### config.mk
export PLATFORM = sky130hd
export DESIGN_NAME = mem_align_unit
export DESIGN_NICKNAME = d
export VERILOG_FILES = /design/src/rtl/mem_align_pkg.sv /design/src/rtl/mem_align_ctrl.sv /design/src/rtl/mem_align_datapath.sv /design/src/rtl/mem_align_unit.sv
export SDC_FILE = /design/constraint.sdc
export NUM_CORES = 1
export LEC_CHECK = 0
export ABC_CLOCK_PERIOD_IN_PS = 2350
export BUFFER_PORTS_ARGS = -buffer_cell sky130_fd_sc_hd__buf_2
export CAP_MARGIN = 20
export CELL_PAD_IN_SITES_DETAIL_PLACEMENT = 1
export CELL_PAD_IN_SITES_GLOBAL_PLACEMENT = 2
export CORE_ASPECT_RATIO = 0.5
export CORE_MARGIN = 2
export CORE_UTILIZATION = 31
export CTS_BUF_LIST = sky130_fd_sc_hd__clkbuf_8
export CTS_CLUSTER_DIAMETER = 80
export DETAILED_ROUTE_END_ITERATION = 8
export PLACE_DENSITY_LB_ADDON = 0.1
export SLEW_MARGIN = 20
export SYNTH_ARGS = -nofsm -noshare
export SYNTH_HDL_FRONTEND = slang
export SYNTH_SLANG_ARGS = --single-unit
### constraint.sdc
create_clock -name clk -period 2.35 [get_ports clk]
set_input_delay 0.235 -clock clk [delete_from_list [all_inputs] [get_ports clk]]
set_output_delay 0.235 -clock clk [all_outputs]
set_load 0.1 [all_outputs]
### src/rtl/mem_align_pkg.sv
package mem_align_pkg;

  typedef enum logic [1:0] {
    ST_IDLE   = 2'd0,
    ST_SECOND = 2'd1,
    ST_FAULT  = 2'd2
  } alignStateE;

  // Strobes from control to datapath
  typedef struct packed {
    logic capReq;       // latch accepted request
    logic issueSecond;  // drive the upper-word access from held request
    logic grabLow;      // store first returned word
    logic mergeTwo;     // response combines two words
  } alignStrobeT;

endpackage

### src/rtl/mem_align_ctrl.sv
module mem_align_ctrl
  import mem_align_pkg::*;
(
  input  logic        clk,
  input  logic        rstN,
  input  logic        splitMode,
  input  logic        reqValid,
  input  logic        misaligned,
  input  logic        crosses,
  input  logic        faultAck,
  output logic        reqReady,
  output logic        memValid,
  output logic        rspValid,
  output logic        faultValid,
  output alignStrobeT strobe
);

  alignStateE stateQ, stateD;
  logic rspQ, mergeQ;
  logic accept, trapIt, splitIt, finalAccess;

  assign reqReady    = (stateQ == ST_IDLE);
  assign accept      = reqValid && reqReady;
  assign trapIt      = accept && misaligned && !splitMode;
  assign splitIt     = accept && splitMode && crosses;
  assign memValid    = (accept && !trapIt) || (stateQ == ST_SECOND);
  assign finalAccess = (accept && !trapIt && !splitIt) || (stateQ == ST_SECOND);
  assign faultValid  = (stateQ == ST_FAULT);
  assign rspValid    = rspQ;

  always_comb begin
    stateD = stateQ;
    unique case (stateQ)
      ST_IDLE: begin
        if (trapIt)       stateD = ST_FAULT;
        else if (splitIt) stateD = ST_SECOND;
      end
      ST_SECOND: stateD = ST_IDLE;
      ST_FAULT:  if (faultAck) stateD = ST_IDLE;
      default:   stateD = ST_IDLE;
    endcase
  end

  always_ff @(posedge clk) begin
    if (!rstN) begin
      stateQ <= ST_IDLE;
      rspQ   <= 1'b0;
      mergeQ <= 1'b0;
    end else begin
      stateQ <= stateD;
      rspQ   <= finalAccess;
      mergeQ <= (stateQ == ST_SECOND);
    end
  end

  always_comb begin
    strobe.capReq      = accept;
    strobe.issueSecond = (stateQ == ST_SECOND);
    strobe.grabLow     = (stateQ == ST_SECOND);
    strobe.mergeTwo    = mergeQ;
  end

  // a pending fault blocks both new requests and memory traffic
  assert_fault_blocks_R5: assert property (@(posedge clk) disable iff (!rstN)
    faultValid |-> (!reqReady && !memValid));

  // acknowledge releases the fault on the next cycle
  assert_fault_release_R5: assert property (@(posedge clk) disable iff (!rstN)
    (faultValid && faultAck) |=> (!faultValid && reqReady));

  // every response follows a memory access one cycle earlier
  assert_rsp_after_access_R1: assert property (@(posedge clk) disable iff (!rstN)
    rspValid |-> $past(memValid));

  // the second access directly follows an accepted split request
  assert_second_follows_R6: assert property (@(posedge clk) disable iff (!rstN)
    strobe.issueSecond |-> ($past(reqValid && reqReady) && !reqReady));

endmodule

### src/rtl/mem_align_datapath.sv
module mem_align_datapath
  import mem_align_pkg::*;
#(
  parameter int ADDR_W = 32,
  parameter int DATA_W = 64
) (
  input  logic              clk,
  input  logic              rstN,
  input  alignStrobeT       strobe,
  input  logic              reqWrite,
  input  logic [1:0]        reqSize,
  input  logic [ADDR_W-1:0] reqAddr,
  input  logic [DATA_W-1:0] reqWdata,
  output logic              misaligned,
  output logic              crosses,
  output logic [ADDR_W-1:0] heldAddr,
  output logic              memWrite,
  output logic [ADDR_W-1:0] memAddr,
  output logic [DATA_W/8-1:0] memBe,
  output logic [DATA_W-1:0] memWdata,
  input  logic [DATA_W-1:0] memRdata,
  output logic [DATA_W-1:0] rspRdata
);

  localparam int LANES  = DATA_W / 8;
  localparam int OFF_W  = $clog2(LANES);
  localparam int WORD_W = ADDR_W - OFF_W;
  localparam int CNT_W  = OFF_W + 1;

  // Two-word lane span: 'bytes' ones starting at lane 'off'
  function automatic logic [2*LANES-1:0] laneSpan(input logic [CNT_W-1:0] bytes,
                                                   input logic [OFF_W-1:0] off);
    logic [2*LANES-1:0] ones;
    ones = ({{(2*LANES-1){1'b0}}, 1'b1} << bytes) - 1'b1;
    return ones << off;
  endfunction

  function automatic logic [2*DATA_W-1:0] placeData(input logic [DATA_W-1:0] data,
                                                     input logic [OFF_W-1:0] off);
    return {{DATA_W{1'b0}}, data} << {off, 3'b000};
  endfunction

  // Live request decode
  logic [OFF_W-1:0]   liveOff;
  logic [CNT_W-1:0]   liveBytes;
  logic [CNT_W-1:0]   liveLowMask;
  logic [2*LANES-1:0] liveSpan;
  logic [2*DATA_W-1:0] livePlaced;

  assign liveOff     = reqAddr[OFF_W-1:0];
  assign liveBytes   = CNT_W'(1) << reqSize;
  assign liveLowMask = liveBytes - 1'b1;
  assign misaligned  = (liveOff & liveLowMask[OFF_W-1:0]) != '0;
  assign crosses     = ({1'b0, liveOff} + liveBytes) > CNT_W'(LANES);
  assign liveSpan    = laneSpan(liveBytes, liveOff);
  assign livePlaced  = placeData(reqWdata, liveOff);

  // Held request
  logic [ADDR_W-1:0] hAddrQ;
  logic [1:0]        hSizeQ;
  logic              hWriteQ;
  logic [DATA_W-1:0] hWdataQ;
  logic [DATA_W-1:0] lowBufQ;

  always_ff @(posedge clk) begin
    if (!rstN) begin
      hAddrQ  <= '0;
      hSizeQ  <= '0;
      hWriteQ <= 1'b0;
      hWdataQ <= '0;
      lowBufQ <= '0;
    end else begin
      if (strobe.capReq) begin
        hAddrQ  <= reqAddr;
        hSizeQ  <= reqSize;
        hWriteQ <= reqWrite;
        hWdataQ <= reqWdata;
      end
      if (strobe.grabLow) lowBufQ <= memRdata;
    end
  end

  assign heldAddr = hAddrQ;

  logic [OFF_W-1:0]    hOff;
  logic [CNT_W-1:0]    hBytes;
  logic [2*LANES-1:0]  hSpan;
  logic [2*DATA_W-1:0] hPlaced;
  logic [WORD_W-1:0]   hNextWord;

  assign hOff      = hAddrQ[OFF_W-1:0];
  assign hBytes    = CNT_W'(1) << hSizeQ;
  assign hSpan     = laneSpan(hBytes, hOff);
  assign hPlaced   = placeData(hWdataQ, hOff);
  assign hNextWord = hAddrQ[ADDR_W-1:OFF_W] + 1'b1;

  // Memory side: lower word from live request, upper word from held one
  always_comb begin
    if (strobe.issueSecond) begin
      memWrite = hWriteQ;
      memAddr  = {hNextWord, {OFF_W{1'b0}}};
      memBe    = hSpan[2*LANES-1:LANES];
      memWdata = hPlaced[2*DATA_W-1:DATA_W];
    end else begin
      memWrite = reqWrite;
      memAddr  = {reqAddr[ADDR_W-1:OFF_W], {OFF_W{1'b0}}};
      memBe    = liveSpan[LANES-1:0];
      memWdata = livePlaced[DATA_W-1:0];
    end
  end

  // Load merge: concatenate, shift down by offset, keep size lanes
  logic [2*DATA_W-1:0] pairWords;
  logic [2*DATA_W-1:0] pairShifted;

  assign pairWords   = strobe.mergeTwo ? {memRdata, lowBufQ} : {{DATA_W{1'b0}}, memRdata};
  assign pairShifted = pairWords >> {hOff, 3'b000};

  for (genvar laneIdx = 0; laneIdx < LANES; laneIdx++) begin : g_rspLane
    assign rspRdata[8*laneIdx +: 8] =
      ((CNT_W'(laneIdx) < hBytes) && !hWriteQ) ? pairShifted[8*laneIdx +: 8] : 8'h00;
  end

  // the upper-word access only enables lanes from lane 0 upward without gaps
  assert_second_low_lanes_R8: assert property (@(posedge clk) disable iff (!rstN)
    strobe.issueSecond |-> (memBe[0] && ((memBe & (memBe + 1'b1)) == '0)));

endmodule

### src/rtl/mem_align_unit.sv
module mem_align_unit
  import mem_align_pkg::*;
#(
  parameter int ADDR_W = 32,
  parameter int DATA_W = 64
) (
  input  logic                clk,
  input  logic                rstN,
  input  logic                splitMode,
  input  logic                reqValid,
  output logic                reqReady,
  input  logic                reqWrite,
  input  logic [1:0]          reqSize,
  input  logic [ADDR_W-1:0]   reqAddr,
  input  logic [DATA_W-1:0]   reqWdata,
  output logic                rspValid,
  output logic [DATA_W-1:0]   rspRdata,
  output logic                faultValid,
  output logic [ADDR_W-1:0]   faultAddr,
  input  logic                faultAck,
  output logic                memValid,
  output logic                memWrite,
  output logic [ADDR_W-1:0]   memAddr,
  output logic [DATA_W/8-1:0] memBe,
  output logic [DATA_W-1:0]   memWdata,
  input  logic [DATA_W-1:0]   memRdata
);

  localparam int LANES = DATA_W / 8;

  alignStrobeT strobe;
  logic misaligned, crosses;

  mem_align_ctrl u_ctrl (
    .clk        (clk),
    .rstN       (rstN),
    .splitMode  (splitMode),
    .reqValid   (reqValid),
    .misaligned (misaligned),
    .crosses    (crosses),
    .faultAck   (faultAck),
    .reqReady   (reqReady),
    .memValid   (memValid),
    .rspValid   (rspValid),
    .faultValid (faultValid),
    .strobe     (strobe)
  );

  mem_align_datapath #(.ADDR_W(ADDR_W), .DATA_W(DATA_W)) u_dp (
    .clk        (clk),
    .rstN       (rstN),
    .strobe     (strobe),
    .reqWrite   (reqWrite),
    .reqSize    (reqSize),
    .reqAddr    (reqAddr),
    .reqWdata   (reqWdata),
    .misaligned (misaligned),
    .crosses    (crosses),
    .heldAddr   (faultAddr),
    .memWrite   (memWrite),
    .memAddr    (memAddr),
    .memBe      (memBe),
    .memWdata   (memWdata),
    .memRdata   (memRdata),
    .rspRdata   (rspRdata)
  );

  // second access targets the word after the first
  assert_second_word_R6: assert property (@(posedge clk) disable iff (!rstN)
    strobe.issueSecond |-> (memAddr == $past(memAddr) + ADDR_W'(LANES)));

  // every memory access enables at least one lane
  assert_be_present_R3: assert property (@(posedge clk) disable iff (!rstN)
    memValid |-> (memBe != '0));

  // fault address is stable while the fault is pending
  assert_fault_addr_stable_R5: assert property (@(posedge clk) disable iff (!rstN)
    (faultValid && $past(faultValid)) |-> $stable(faultAddr));

  // faults only arise under the trap policy
  assert_no_fault_split_R9: assert property (@(posedge clk) disable iff (!rstN)
    $rose(faultValid) |-> !splitMode);

endmodule

======== Yosys cells after proc, flatten, opt, wreduce, memory -nomap -nowiden ========
Cells that the tools add are included.
storage, ports and cells
  word-level logic and storage cells ...... 77
  input port bits ......................... 168
  flip-flop bits (word level) ............. 167
cells by class
  add/subtract/negate cells ............... 5
  shift operators ......................... 9
  bitwise operators ....................... 1
  order comparisons ....................... 9
  reductions and logical operators ........ 24
  eq/ne operators ......................... 4
  mux-type cells .......................... 17
operator list
  operator                                                    count
  two-way mux 128 bit                                         1
  left shift 64 x 6 -> 128 bit                                1
  >> shifter 128 x 6 -> 64 bit                                1
  two-way mux 8 bit                                           9
  two-way mux 64 bit                                          1
  left shift 64 x 6 -> 64 bit                                 1
  two-way mux 32 bit                                          1
  left shift 1 x 4 -> 16 bit (first input constant)           2
  subtractor 16 x 1 -> 16 bit (second input constant)         2
  adder 29 x 1 -> 29 bit (second input constant)              1
  less-than comparator 3 x 4 -> 1 bit (first input constant)  4
  left shift 16 x 3 -> 16 bit                                 1
  left shift 16 x 3 -> 8 bit                                  1
  logical AND 1 bit                                           15
  less-than comparator 1 x 4 -> 1 bit (first input constant)  2
  less-than comparator 2 x 4 -> 1 bit (first input constant)  2
  left shift 1 x 2 -> 4 bit (first input constant)            2
  two-way mux 2 bit                                           3
  adder 3 x 4 -> 4 bit                                        1
  greater-than comparator 4 bit (second input constant)       1
  zero test 1 bit                                             4
  case mux 2 bit (2 select lines)                             1
  bitwise AND 3 bit                                           1
  != test 3 bit (second input constant)                       1
  9 further kinds                                             10

======== Logic depth before layout (Yosys ltp) ========
Gate-level depths: netlist of run 1.
  depth after elaboration ................. 10
  depth in mapped cells ................... 9
  depth with buffers taken out ............ 7

======== Hierarchy ========
A second synthesis of run 1 with hierarchy kept.
unflattened totals
  cells, all modules ...................... 1637
  area, all modules ....................... 14465.1 um^2
by module, submodules not included
  module              times used  area an instance (um^2)  seq. area each (um^2)  cells an instance
  mem_align_datapath  1           14249.9                  3103.0                 1615
  mem_align_ctrl      1           215.2                    80.1                   22

======== Worst setup path after synthesis of run 1 ========
OpenSTA, ideal clock, no wires.
  path kind ............................... reg2out
  start point ............................. register u_dp.hAddrQ[0] (netlist: u_dp.heldAddr[0])
  end point ............................... output rspRdata[55]
  path slack .............................. -2.681 ns
  cell stages (with the launch flop) ...... 8
  data arrival time ....................... 4.796 ns
  cell sequence ........................... dfxtp_1 -> buf_4 -> buf_6 -> buf_4 -> buf_2 -> mux2_2 -> mux2_2 -> a211oi_1
on the way
  longest elaborated chain between the ends .. 2
RTL lines
  what                          line                       text
  from (decl)                   mem_align_datapath.sv:59   logic [ADDR_W-1:0] hAddrQ;
  from (signal assigned)        mem_align_datapath.sv:74   hAddrQ <= reqAddr;
  >> shifter 128 x 6 -> 64 bit  mem_align_datapath.sv:117  assign pairShifted = pairWords >> {hOff, 3'b000};
  two-way mux 8 bit             mem_align_datapath.sv:121  ((CNT_W'(laneIdx) < hBytes) && !hWriteQ) ? pairShifted[8*laneIdx +: 8] : 8'h00;
  to (decl)                     mem_align_unit.sv:17       output logic [DATA_W-1:0] rspRdata,
Every way passes these cells.

======== Worst setup path in the final report of run 1 ========
  start point ............................. register u_dp.hAddrQ[0] (netlist: u_dp.heldAddr[0])
  end point ............................... output rspRdata[14]
The elaborated chain is that of the path after synthesis.

==> results of run 1 <==
synth_stat cells, types with 23 or more instances:
master     count  area (µm²)
mux2_2        76         856
dfxtp_1      159        3180
a21oi_1      202        1010
nor2_1        70         263
a31oi_1       29         181
o2bb2ai_1     23         201
o22ai_1       37         231
clkbuf_1     127         477
nand3_1       37         185
mux2i_1      115        1150
nand2_1      436        1640
buf_2         27         135
o21ai_0       78         390
mux4_2        77        1730
a211oi_1      25         188
worst reg2reg max path: cells and delay by family (launching register included):
family | cells | cell delay [ns]
AO/OA/AOI/OAI | 1 | 0.25
buffers and inverters | 4 | 1.19
AND/OR/NAND/NOR | 2 | 0.45
flip-flops | 1 | 0.38
timing repair:
action	in CTS	in global routing
pin swaps	123	129
hold buffers	137	0
gates cloned	25	1
endpoints found under the setup margin	158	152
gates resized for setup	456	171
hold endpoints to repair	137	0
setup buffers	125	57
per-layer routing:
| layer | routed length [µm] | track usage |
|---|---|---|
| met3 | 7080 | 0.0617 |
| met4 | 3940 | 0.144 |
| met1 | 37800 | 0.478 |
| met5 | 0 | 0 |
| met2 | 41800 | 0.567 |
path summary, 6_finish.rpt:
kind	startpoint	endpoint	slack, ns	cells past startpoint
worst max-delay path	u_dp.heldAddr[0]$_SDFFE_PN0P_	rspRdata[14]	-0.61	6
worst min-delay path	memRdata[3]	u_dp.lowBufQ[3]$_SDFFE_PN0P_	0.03	3
worst max register to register	u_ctrl.stateQ[0]$_SDFFE_PN0P_	u_dp.lowBufQ[56]$_SDFFE_PN0P_	0	7
worst min register to register	u_dp.hWdataQ[15]$_SDFFE_PN0P_	u_dp.hWdataQ[15]$_SDFFE_PN0P_	0.46	2
state kept, by name, summed over array words and instances (netlist names):
signal           flops
u_dp.hWdataQ        56
u_ctrl.stateQ        2
u_dp.hSizeQ          2
u_dp.heldAddr       32
u_ctrl.mergeQ        1
u_ctrl.rspValid      1
u_dp.lowBufQ        64
u_dp.hWriteQ         1
power breakdown:
| part | internal (W) | leakage (nW) | switching (W) |
|---|---|---|---|
| Clock | 0.000793 | 0.189 | 0.00140 |
| Sequential | 0.00282 | 1.32 | 0.000167 |
| Combinational | 0.00281 | 9.02 | 0.00434 |
| Total | 0.00642 | 10.5 | 0.00590 |
area by class of cell:
| type | instances | area, µm² |
|---|---|---|
| antenna | 6 | 15.0 |
| clock buffer | 18 | 248 |
| clock inverter | 14 | 115 |
| fill | 4735 | 16900 |
| inverter | 19 | 95.1 |
| multi-input combinational | 1458 | 13700 |
| sequential | 159 | 3270 |
| tap | 598 | 748 |
| timing repair buffer | 841 | 9800 |
through the flow:
step | setup TNS (ns) | total power, W | instance area, µm² | util | setup slack (ns)
2_1_floorplan | -17.92 | 0.00687 | 16500 | - | -1.11
3_3_place_gp | -0.0760 | 0.00874 | 21700 | 0.485 | -0.0426
3_5_place_dp | -0.189 | 0.00878 | 21700 | 0.485 | -0.0673
4_1_cts | -44.56 | 0.0119 | 26900 | 0.600 | -0.554
5_1_grt | -59.82 | 0.0127 | 27900 | 0.623 | -0.617
6_report | -54.78 | 0.0123 | 27900 | 0.623 | -0.607
cells by family after synthesis:
logic type	after synthesis	synth area share
flip-flops	159	0.227
buffers and inverters	203	0.0604
AND/OR/NAND/NOR	645	0.195
XOR/XNOR	12	0.00750
adder cells (fa/ha/maj)	7	0.00679
AO/OA/AOI/OAI	523	0.236
other	1	0.000268
multiplexers	268	0.267
==> summary.md, run 1 <==
| Metric | Value |
|---|---|
| Outcome | finished with violations |
| Failing checks | negative setup slack |
| Most used cells in the layout excluding fill and tap cells | 390 x nand2_1, 216 x buf_12, 201 x buf_2, 181 x a21oi_1, 167 x buf_4 |
| Family with the most delay on the worst path | multiplexers |
| Mapped Cells | between 1500 and 2000 |
| Final hold slack | roughly 0.030 ns |
| Syn avg cell area | slightly below 8 µm² |
| Max Clk Rate | around 340 MHz |
| 1st-iter DRT viols | roughly 2000 |
| Vias in the first global route | 19169 |
| #FFs+latches synth | 159 |
| Final Setup Violations | 141 |
| Final min period | around 3 ns |
| Critical path required time | around 2.1 ns |
| Register area share after synthesis | 0.227 |
| MaxCap Viol Count | 0 |
| Peak VDD IR | 0.448 mV |
| Port bufs | 369 |
| 1st-pass router iterations | 5 |
| CTS tree | done |
| Critical path buffers and inverters | 3 |
| Area Growth Syn to Fin | 99.4% |
| Die ar. | ~47000 µm² |
| Clk Latency, worst-skew pair | 0.55 ns |
| CP arrival | 2.72 ns |
| RSZ-0062 raised after global routing | yes |
| Die Wd | between 300 and 400 µm |
| Ports | approximately 370 |
| CTS root buf | clkbuf_8 |
| TritonCTS Buffers | 17 |
| Largest net degree at the start of global routing | between 60 and 70 |
| Fraction of registers with async set/reset | 0 |
| Drc violations | 0 |
| Power Density | about 440 nW/µm² |
| Initial antenna violation count | 4 |
| Worst slew pin tran | ~0.89 ns |
| Number of nets in the layout | 2671 |
| Routed Antenna Nets | 0 |
| HPWL Detailed | between 50 and 60 mm |
| Die Y | between 150 and 200 µm |
| WL/cell | 29.1 µm |
| Routed wire length | between 90 and 100 mm |
| Crit-path cells | buf_12 > buf_12 > mux4_2 > mux4_2 > nor2b_4 > buf_12 |
| Leak pwr | between 10 and 15 nW |
| Vias/cell | 6.07 |
| Final GP Congestion | 0.997 |
| Ys Warns | 0 |
| # rows | 55 |
| Starting density of the core | 0.312 |
| Final count of hold timing violations | 0 |
| Mapped Area | approximately 14000 µm² |
| CTS Buffer Depth | 2 |
| Netlist cell types | between 60 and 70 |
| Setup WS post-layout | -0.607 ns |
| Crit Path Max Fanout | 7 |
| Startpoint Class | flip-flop |
| Core box area | between 40000 and 50000 µm² |
| Crit path kind | reg -> out |
| Cell Count, Final, Fillers Out | 3113 |
| Routed via count | 18911 |
| Fraction of layout cells with a size suffix above 1 | 0.542 |
| H-tree depth | 4 |
| Worst Hold Class | in -> reg |
| Reg clk slew, reported paths | around 0.12 ns |
| Largest stage delay, worst path | about 0.54 ns |
| Dpl cells | 2763 |
| Most used cell, CP | buf_12 |
| First-pass GRT wire length | between 100 and 150 mm |
| Critical Path End Type | output pin |
| Worst slew margin | 0.408 |
| Gr usage total | 0.355 |
| Slew Viols, Final | 0 |
| Most used flip-flop cell after synthesis | dfxtp_1 |
| Final worst-path cycle share | 1.26 |
| Overflow after GRT | 0 |
| Post-synth EDFFs | 0 |
| Most common cell after layout, fill and taps aside | nand2_1 |
| Clock Sinks | roughly 160 |
| Max Clock Skew | between 0.03 and 0.04 ns |
| CP max stage cell | mux4_2 |
Note: power is estimated with default switching activity, not from simulation.
==> run 2, diff against run 1 <==
RECOVER_POWER = 100   (was not set)
==> run 2 against run 1 <==
Compared with the run above:
- the flow still finishes with violations (negative setup slack)
- via count grew 0.44%
- final cell count barely moved
- critical path depth stayed put
- core utilization down 0.42 points
- clock power hardly changed
- worst hold slack better by 0.0081 ns
- non-clock buffer count unchanged
- die area unchanged
- sequential power about the same
- wire length increased by 0.29%
- critical path type unchanged
==> summary.md, run 2 (synthesis gave the netlist of run 1 again) <==
| Metric | Value |
|---|---|
| Outcome | finished with violations |
| Failing checks | negative setup slack |
| Critical path required time | approximately 2.1 ns |
| Die ar. | between 40000 and 50000 µm² |
| Reg-to-Reg Start | u_ctrl.stateQ[0]$_SDFFE_PN0P_ |
| Area Growth Syn to Fin | 98.1% |
| Reg power frac | 0.243 |
| Reg clk slew, reported paths | roughly 0.12 ns |
| Gate power share | 0.578 |
| Number of flip-flops in the largest register | between 60 and 70 |
| Clk Latency, worst-skew pair | roughly 0.55 ns |
| Die Y | 154 µm |
| Routed wire length | 91.0 mm |
| Routed Antenna Nets | 0 |
| Crit Path Max Fanout | 7 |
| P_sw | ~0.006 W |
| WL/cell | slightly below 30 µm |
| Die Wd | 305 µm |
| CTS Buffer Depth | 2 |
| Worst Hold Class | in -> reg |
| Startpoint Class | flip-flop |
| Number of nets in the layout | approximately 2700 |
| Setup WS post-layout | -0.609 ns |
| Ports | between 300 and 400 |
| FF-to-FF path depth | 7 |
| Hold Crit Depth | 3 |
| DP Worst Slack | -0.0673 ns |
| Dpl cells | roughly 2800 |
| Most common cell after layout, fill and taps aside | nand2_1 |
| Final Setup Violations | 252 |
| Worst reg2reg setup slack | -0.40 ns |
| Top reg by flops | u_dp.lowBufQ |
| Fraction of layout cells with a size suffix above 1 | 0.534 |
| Largest net degree at the start of global routing | 67 |
| Final worst-path cycle share | 1.26 |
| Gr usage total | 0.355 |
| Cell Count, Final, Fillers Out | between 3000 and 4000 |
| Max Clock Skew | around 0.03 ns |
| Final count of hold timing violations | 0 |
| Most used cells in the layout excluding fill and tap cells | 391 x nand2_1, 203 x buf_12, 182 x a21oi_1, 167 x buf_2, 165 x buf_4 |
| First-pass GRT wire length | around 130 mm |
| Port bufs | around 370 |
| Starting density of the core | 0.312 |
| Final GP Congestion | between 0.9 and 1 |
| Slew Viols, Final | 0 |
| Power Density | 443 nW/µm² |
| Filler cells | ~4700 |
| Reg-to-reg endpoint | u_dp.lowBufQ[56]$_SDFFE_PN0P_ |
| MaxCap Viol Count | 0 |
| Worst slew margin | 0.0690 |
| Clock Sinks | between 150 and 200 |
| HPWL Detailed | ~54 mm |
| CTS tree | done |
| Hold endpoint | u_dp.lowBufQ[3]$_SDFFE_PN0P_ |
| Vias/cell | a little over 6 |
| Overflow after GRT | 0 |
| Crit path kind | reg -> out |
| Worst hold path startpoint | memRdata[3] |
| Routed via count | roughly 19000 |
| Vias in the first global route | roughly 19000 |
| 1st-pass router iterations | 5 |
| 1st-iter DRT viols | 2013 |
| RSZ-0062 raised after global routing | yes |
| TritonCTS Buffers | 17 |
| Leak pwr | slightly above 10 nW |
| Max Clk Rate | 338 MHz |
| CTS root buf | clkbuf_8 |
| Switching share of power | 0.481 |
| Drc violations | 0 |
| Peak VDD IR | 0.448 mV |
| Critical Path End Type | output pin |
| Initial antenna violation count | 4 |
| Worst slew pin tran | approximately 1.4 ns |
| H-tree depth | 4 |
| Core box area | between 40000 and 50000 µm² |
| # rows | 55 |
| Final min period | between 2 and 3 ns |
| CP arrival | roughly 2.7 ns |
| Clock share of power | 0.179 |
| Internal | 0.00638 W |
[run 2: cell count changes in the layout (fill, tap and decap cells not counted), sizes merged]
cell    change
buf        -37
clkbuf     +37
diode       -1
[run 2: final cells by class]
cell class	count	area [µm²]	area share
Antenna cell	5	12.5	0.000451
Clock inverter	14	115	0.00415
Sequential cell	159	3260	0.118
Clock buffer	18	248	0.00893
Tap cell	598	748	0.0270
Multi-Input combinational cell	1458	13600	0.491
Inverter	19	95.1	0.00343
Timing Repair Buffer	841	9650	0.348
[run 2: power groups by stage]
stage	clock (W)	sequential, W	combinational, W
after floorplan	0	0.00325	0.00362
after CTS	0.00220	0.00297	0.00671
after detailed placement	0	0.00303	0.00574
after global routing	0.00233	0.00300	0.00729
after global placement	0	0.00303	0.00571
final	0.00220	0.00299	0.00710
[run 2: worst max-delay path by stage]
stage	startpoint	to	depth (start not counted)
floorplan	u_dp.heldAddr[10]$_SDFFE_PN0P_	memAddr[31]	5
global placement	u_dp.heldAddr[12]$_SDFFE_PN0P_	memAddr[26]	6
detailed placement	u_dp.heldAddr[12]$_SDFFE_PN0P_	memAddr[26]	6
CTS	u_dp.heldAddr[7]$_SDFFE_PN0P_	memAddr[26]	6
global route	u_dp.heldAddr[0]$_SDFFE_PN0P_	rspRdata[14]	6
finish	u_dp.heldAddr[0]$_SDFFE_PN0P_	rspRdata[14]	6
[run 2: what timing repair did]
| action | CTS | global route |
|---|---|---|
| pin swaps | 123 | 129 |
| endpoints found under the setup margin | 158 | 152 |
| buffers inserted | 125 | 57 |
| resized for setup | 456 | 171 |
| cloned | 25 | 1 |
| hold buffers | 137 | 0 |
| hold endpoints to repair | 137 | 0 |
[run 2: worst max-delay path, cell delays in order, from the launching register on]
cell and delay, ns:
dfxtp_4 0.42, buf_12 0.15, buf_12 0.14, mux4_2 0.54, mux4_2 0.54, nor2b_4 0.17, buf_12 0.21
[run 2: per-stage QoR]
| stage | util | TNS [ns] | total power (W) | instance area (µm²) | hold WS [ns] |
|---|---|---|---|---|---|
| 5_1_grt | 0.618 | -99.53 | 0.0126 | 27700 | 0.0206 |
| 2_1_floorplan | - | -17.92 | 0.00687 | 16500 | 0.361 |
| 3_5_place_dp | 0.485 | -0.189 | 0.00878 | 21700 | 0.448 |
| 3_3_place_gp | 0.485 | -0.0760 | 0.00874 | 21700 | 0.440 |
| 4_1_cts | 0.600 | -44.56 | 0.0119 | 26900 | 0.00162 |
| 6_report | 0.619 | -71.27 | 0.0123 | 27800 | 0.0386 |
[run 2: routing by layer]
| layer | wire length (µm) | vias to the layer above | GRT usage | part of all wire |
|---|---|---|---|---|
| met5 | 0 | - | 0 | 0 |
| met4 | 4240 | 0 | 0.144 | 0.047 |
| met3 | 7100 | 315 | 0.0617 | 0.078 |
| met2 | 41600 | 1079 | 0.567 | 0.46 |
| met1 | 38000 | 9532 | 0.478 | 0.42 |
| li1 | - | 8068 | - | - |
==> run 3, diff against run 2 <==
SKIP_CTS_REPAIR_TIMING = 1   (was not set)
==> run 3 against run 2 <==
Compared with the run above:
- the flow finishes with violations (negative hold slack, negative setup slack)
- fmax rose by 2.3%
- clock skew down 0.0091 ns
- sequential share of layout area is 0.68 points higher
- global-route usage fell by 6.1 points
- core utilization fell by 3.3 points
- final area down 5.4%
==> summary.md, run 3 (synthesis gave the netlist of run 1 again) <==
| Metric | Value |
|---|---|
| Final Setup Violations | 252 |
| Final hold slack | -0.00952 ns |
| Number of nets in the layout | around 2600 |
| Most used cell, CP | buf_12 |
| Met2 Usage GRT | 0.455 |
| GR peak layer | met2 |
| Max Clk Rate | approximately 350 MHz |
| Family with the most delay on the worst path | buffers and inverters |
| Reg-to-reg endpoint | u_dp.lowBufQ[23]$_SDFFE_PN0P_ |
| Peak VDD IR | 0.432 mV |
| CTS tree | done |
| Clk Latency, worst-skew pair | ~0.54 ns |
| Die ar. | roughly 47000 µm² |
| 1st-iter DRT viols | between 1500 and 2000 |
| Fraction of layout cells with a size suffix above 1 | 0.518 |
| Critical path required time | about 2.1 ns |
| CP max stage cell | dfxtp_4 |
| Routed via count | between 15000 and 20000 |
| TritonCTS Buffers | 17 |
| Max Clock Skew | between 0.02 and 0.025 ns |
| # rows | between 50 and 60 |
| Slew Viols, Final | 0 |
| Met1 usage | 0.425 |
| Hold Crit Depth | 3 |
| MaxCap Viol Count | 0 |
| Core box area | 44900 µm² |
| Die Y | between 150 and 200 µm |
| Fin util | 0.585 |
| Overflow after GRT | 0 |
| Largest net degree at the start of global routing | 69 |
| Clock Sinks | roughly 160 |
| Port bufs | roughly 370 |
| Met3 Track Usage GR | 0.0458 |
| Reg clk slew, reported paths | 0.10 ns |
| Drc violations | 0 |
| Area Growth Syn to Fin | 87.4% |
| Routed wire length | between 80 and 90 mm |
| Setup WS post-layout | -0.541 ns |
| Number of flip-flops in the largest register | between 60 and 70 |
| Power Density | between 400 and 500 nW/µm² |
| Final count of hold timing violations | 7 |
| Reg-to-Reg Start | u_ctrl.stateQ[0]$_SDFFE_PN0P_ |
| Most used cells in the layout excluding fill and tap cells | 397 x nand2_1, 193 x buf_12, 184 x a21oi_1, 172 x buf_4, 167 x buf_2 |
| Top reg by flops | u_dp.lowBufQ |
| DP Worst Slack | -0.0673 ns |
| H-tree depth | 4 |
| First-pass GRT wire length | between 100 and 150 mm |
| Outcome | finished with violations |
| WL/cell | 27.0 µm |
| Final GP Congestion | 0.997 |
| Worst slew margin | 0.108 |
| Final min period | roughly 2.9 ns |
| Final Total Pwr | approximately 0.012 W |
| Worst reg2reg setup slack | -0.47 ns |
| Ports | 373 |
| Gr usage total | 0.294 |
| CP arrival | 2.66 ns |
| Die Wd | between 300 and 400 µm |
| Most common cell after layout, fill and taps aside | nand2_1 |
| Routed Antenna Nets | 0 |
| Critical Path End Type | output pin |
| Crit Path Max Fanout | 8 |
| FF-to-FF path depth | 9 |
| Worst slew pin tran | 1.33 ns |
| Crit path from | u_dp.heldAddr[0]$_SDFFE_PN0P_ |
| Hold endpoint | u_dp.lowBufQ[48]$_SDFFE_PN0P_ |
| CTS Buffer Depth | 2 |
| Startpoint Class | flip-flop |
| Crit path kind | reg -> out |
| HPWL Detailed | 54.0 mm |
| RSZ-0062 raised after global routing | yes |
| Worst hold path startpoint | memRdata[48] |
| Failing checks | negative hold slack, negative setup slack |
| Crit-path cells | buf_12 > buf_6 > clkbuf_16 > mux2_4 > o21a_1 > a221oi_4 > buf_12 |
| Largest stage delay, worst path | 0.50 ns |
| Vias in the first global route | between 15000 and 20000 |
| 1st-pass router iterations | 5 |
| Vias/cell | about 5.9 |
| Starting density of the core | 0.312 |
| Initial antenna violation count | 7 |
| Critical path buffers and inverters | 4 |
| Leak pwr | between 9 and 10 nW |
| Worst Hold Class | in -> reg |
| CTS root buf | clkbuf_8 |
| Final worst-path cycle share | 1.23 |
## run 3: how the worst max path moves through the flow
stage                        end  slack, ns  cells after the start
floorplan            memAddr[31]      -1.11                      5
global placement     memAddr[26]      -0.04                      6
detailed placement   memAddr[26]      -0.07                      6
CTS                  memAddr[26]      -0.66                      6
global route         memAddr[26]      -0.61                      6
finish              rspRdata[50]      -0.54                      7
## run 3: cell type report
| cell class | instances | area (µm²) |
|---|---|---|
| clock buffer | 18 | 248 |
| fill | 4910 | 18600 |
| antenna | 5 | 12.5 |
| tap | 598 | 748 |
| inverter | 19 | 90.1 |
| multi-input combinational | 1458 | 13300 |
| clock inverter | 14 | 115 |
| sequential | 159 | 3270 |
| timing repair buffer | 752 | 8450 |
## run 3: power breakdown
group | leakage [nW] | internal, W | total, W | switching [W]
combinational | 8.30 | 0.00258 | 0.00673 | 0.00415
sequential | 1.32 | 0.00282 | 0.00298 | 0.000167
clock | 0.189 | 0.000793 | 0.00216 | 0.00136
## run 3: stage by stage
stage | hold WS, ns | instance area, µm² | cells | TNS [ns]
6_report | -0.00952 | 26300 | 3023 | -77.20
3_5_place_dp | 0.448 | 21700 | 2763 | -0.189
3_3_place_gp | 0.440 | 21700 | 2763 | -0.0760
5_1_grt | -0.0137 | 26300 | 3023 | -105.51
4_1_cts | -0.0960 | 22100 | 2795 | -65.67
2_1_floorplan | 0.361 | 16500 | 1820 | -17.92
## run 3: tightest hold or removal path, cell delays in order
cell     delay, ns
buf_2         0.13
nand2_1       0.06
a21oi_1       0.05
## run 3: layer usage
layer / routed length [µm] / vias up
met3: 5800 / 153
met1: 36100 / 9076
met2: 37400 / 780
li1: - / 7868
met4: 2310 / 2
met5: 12 / -
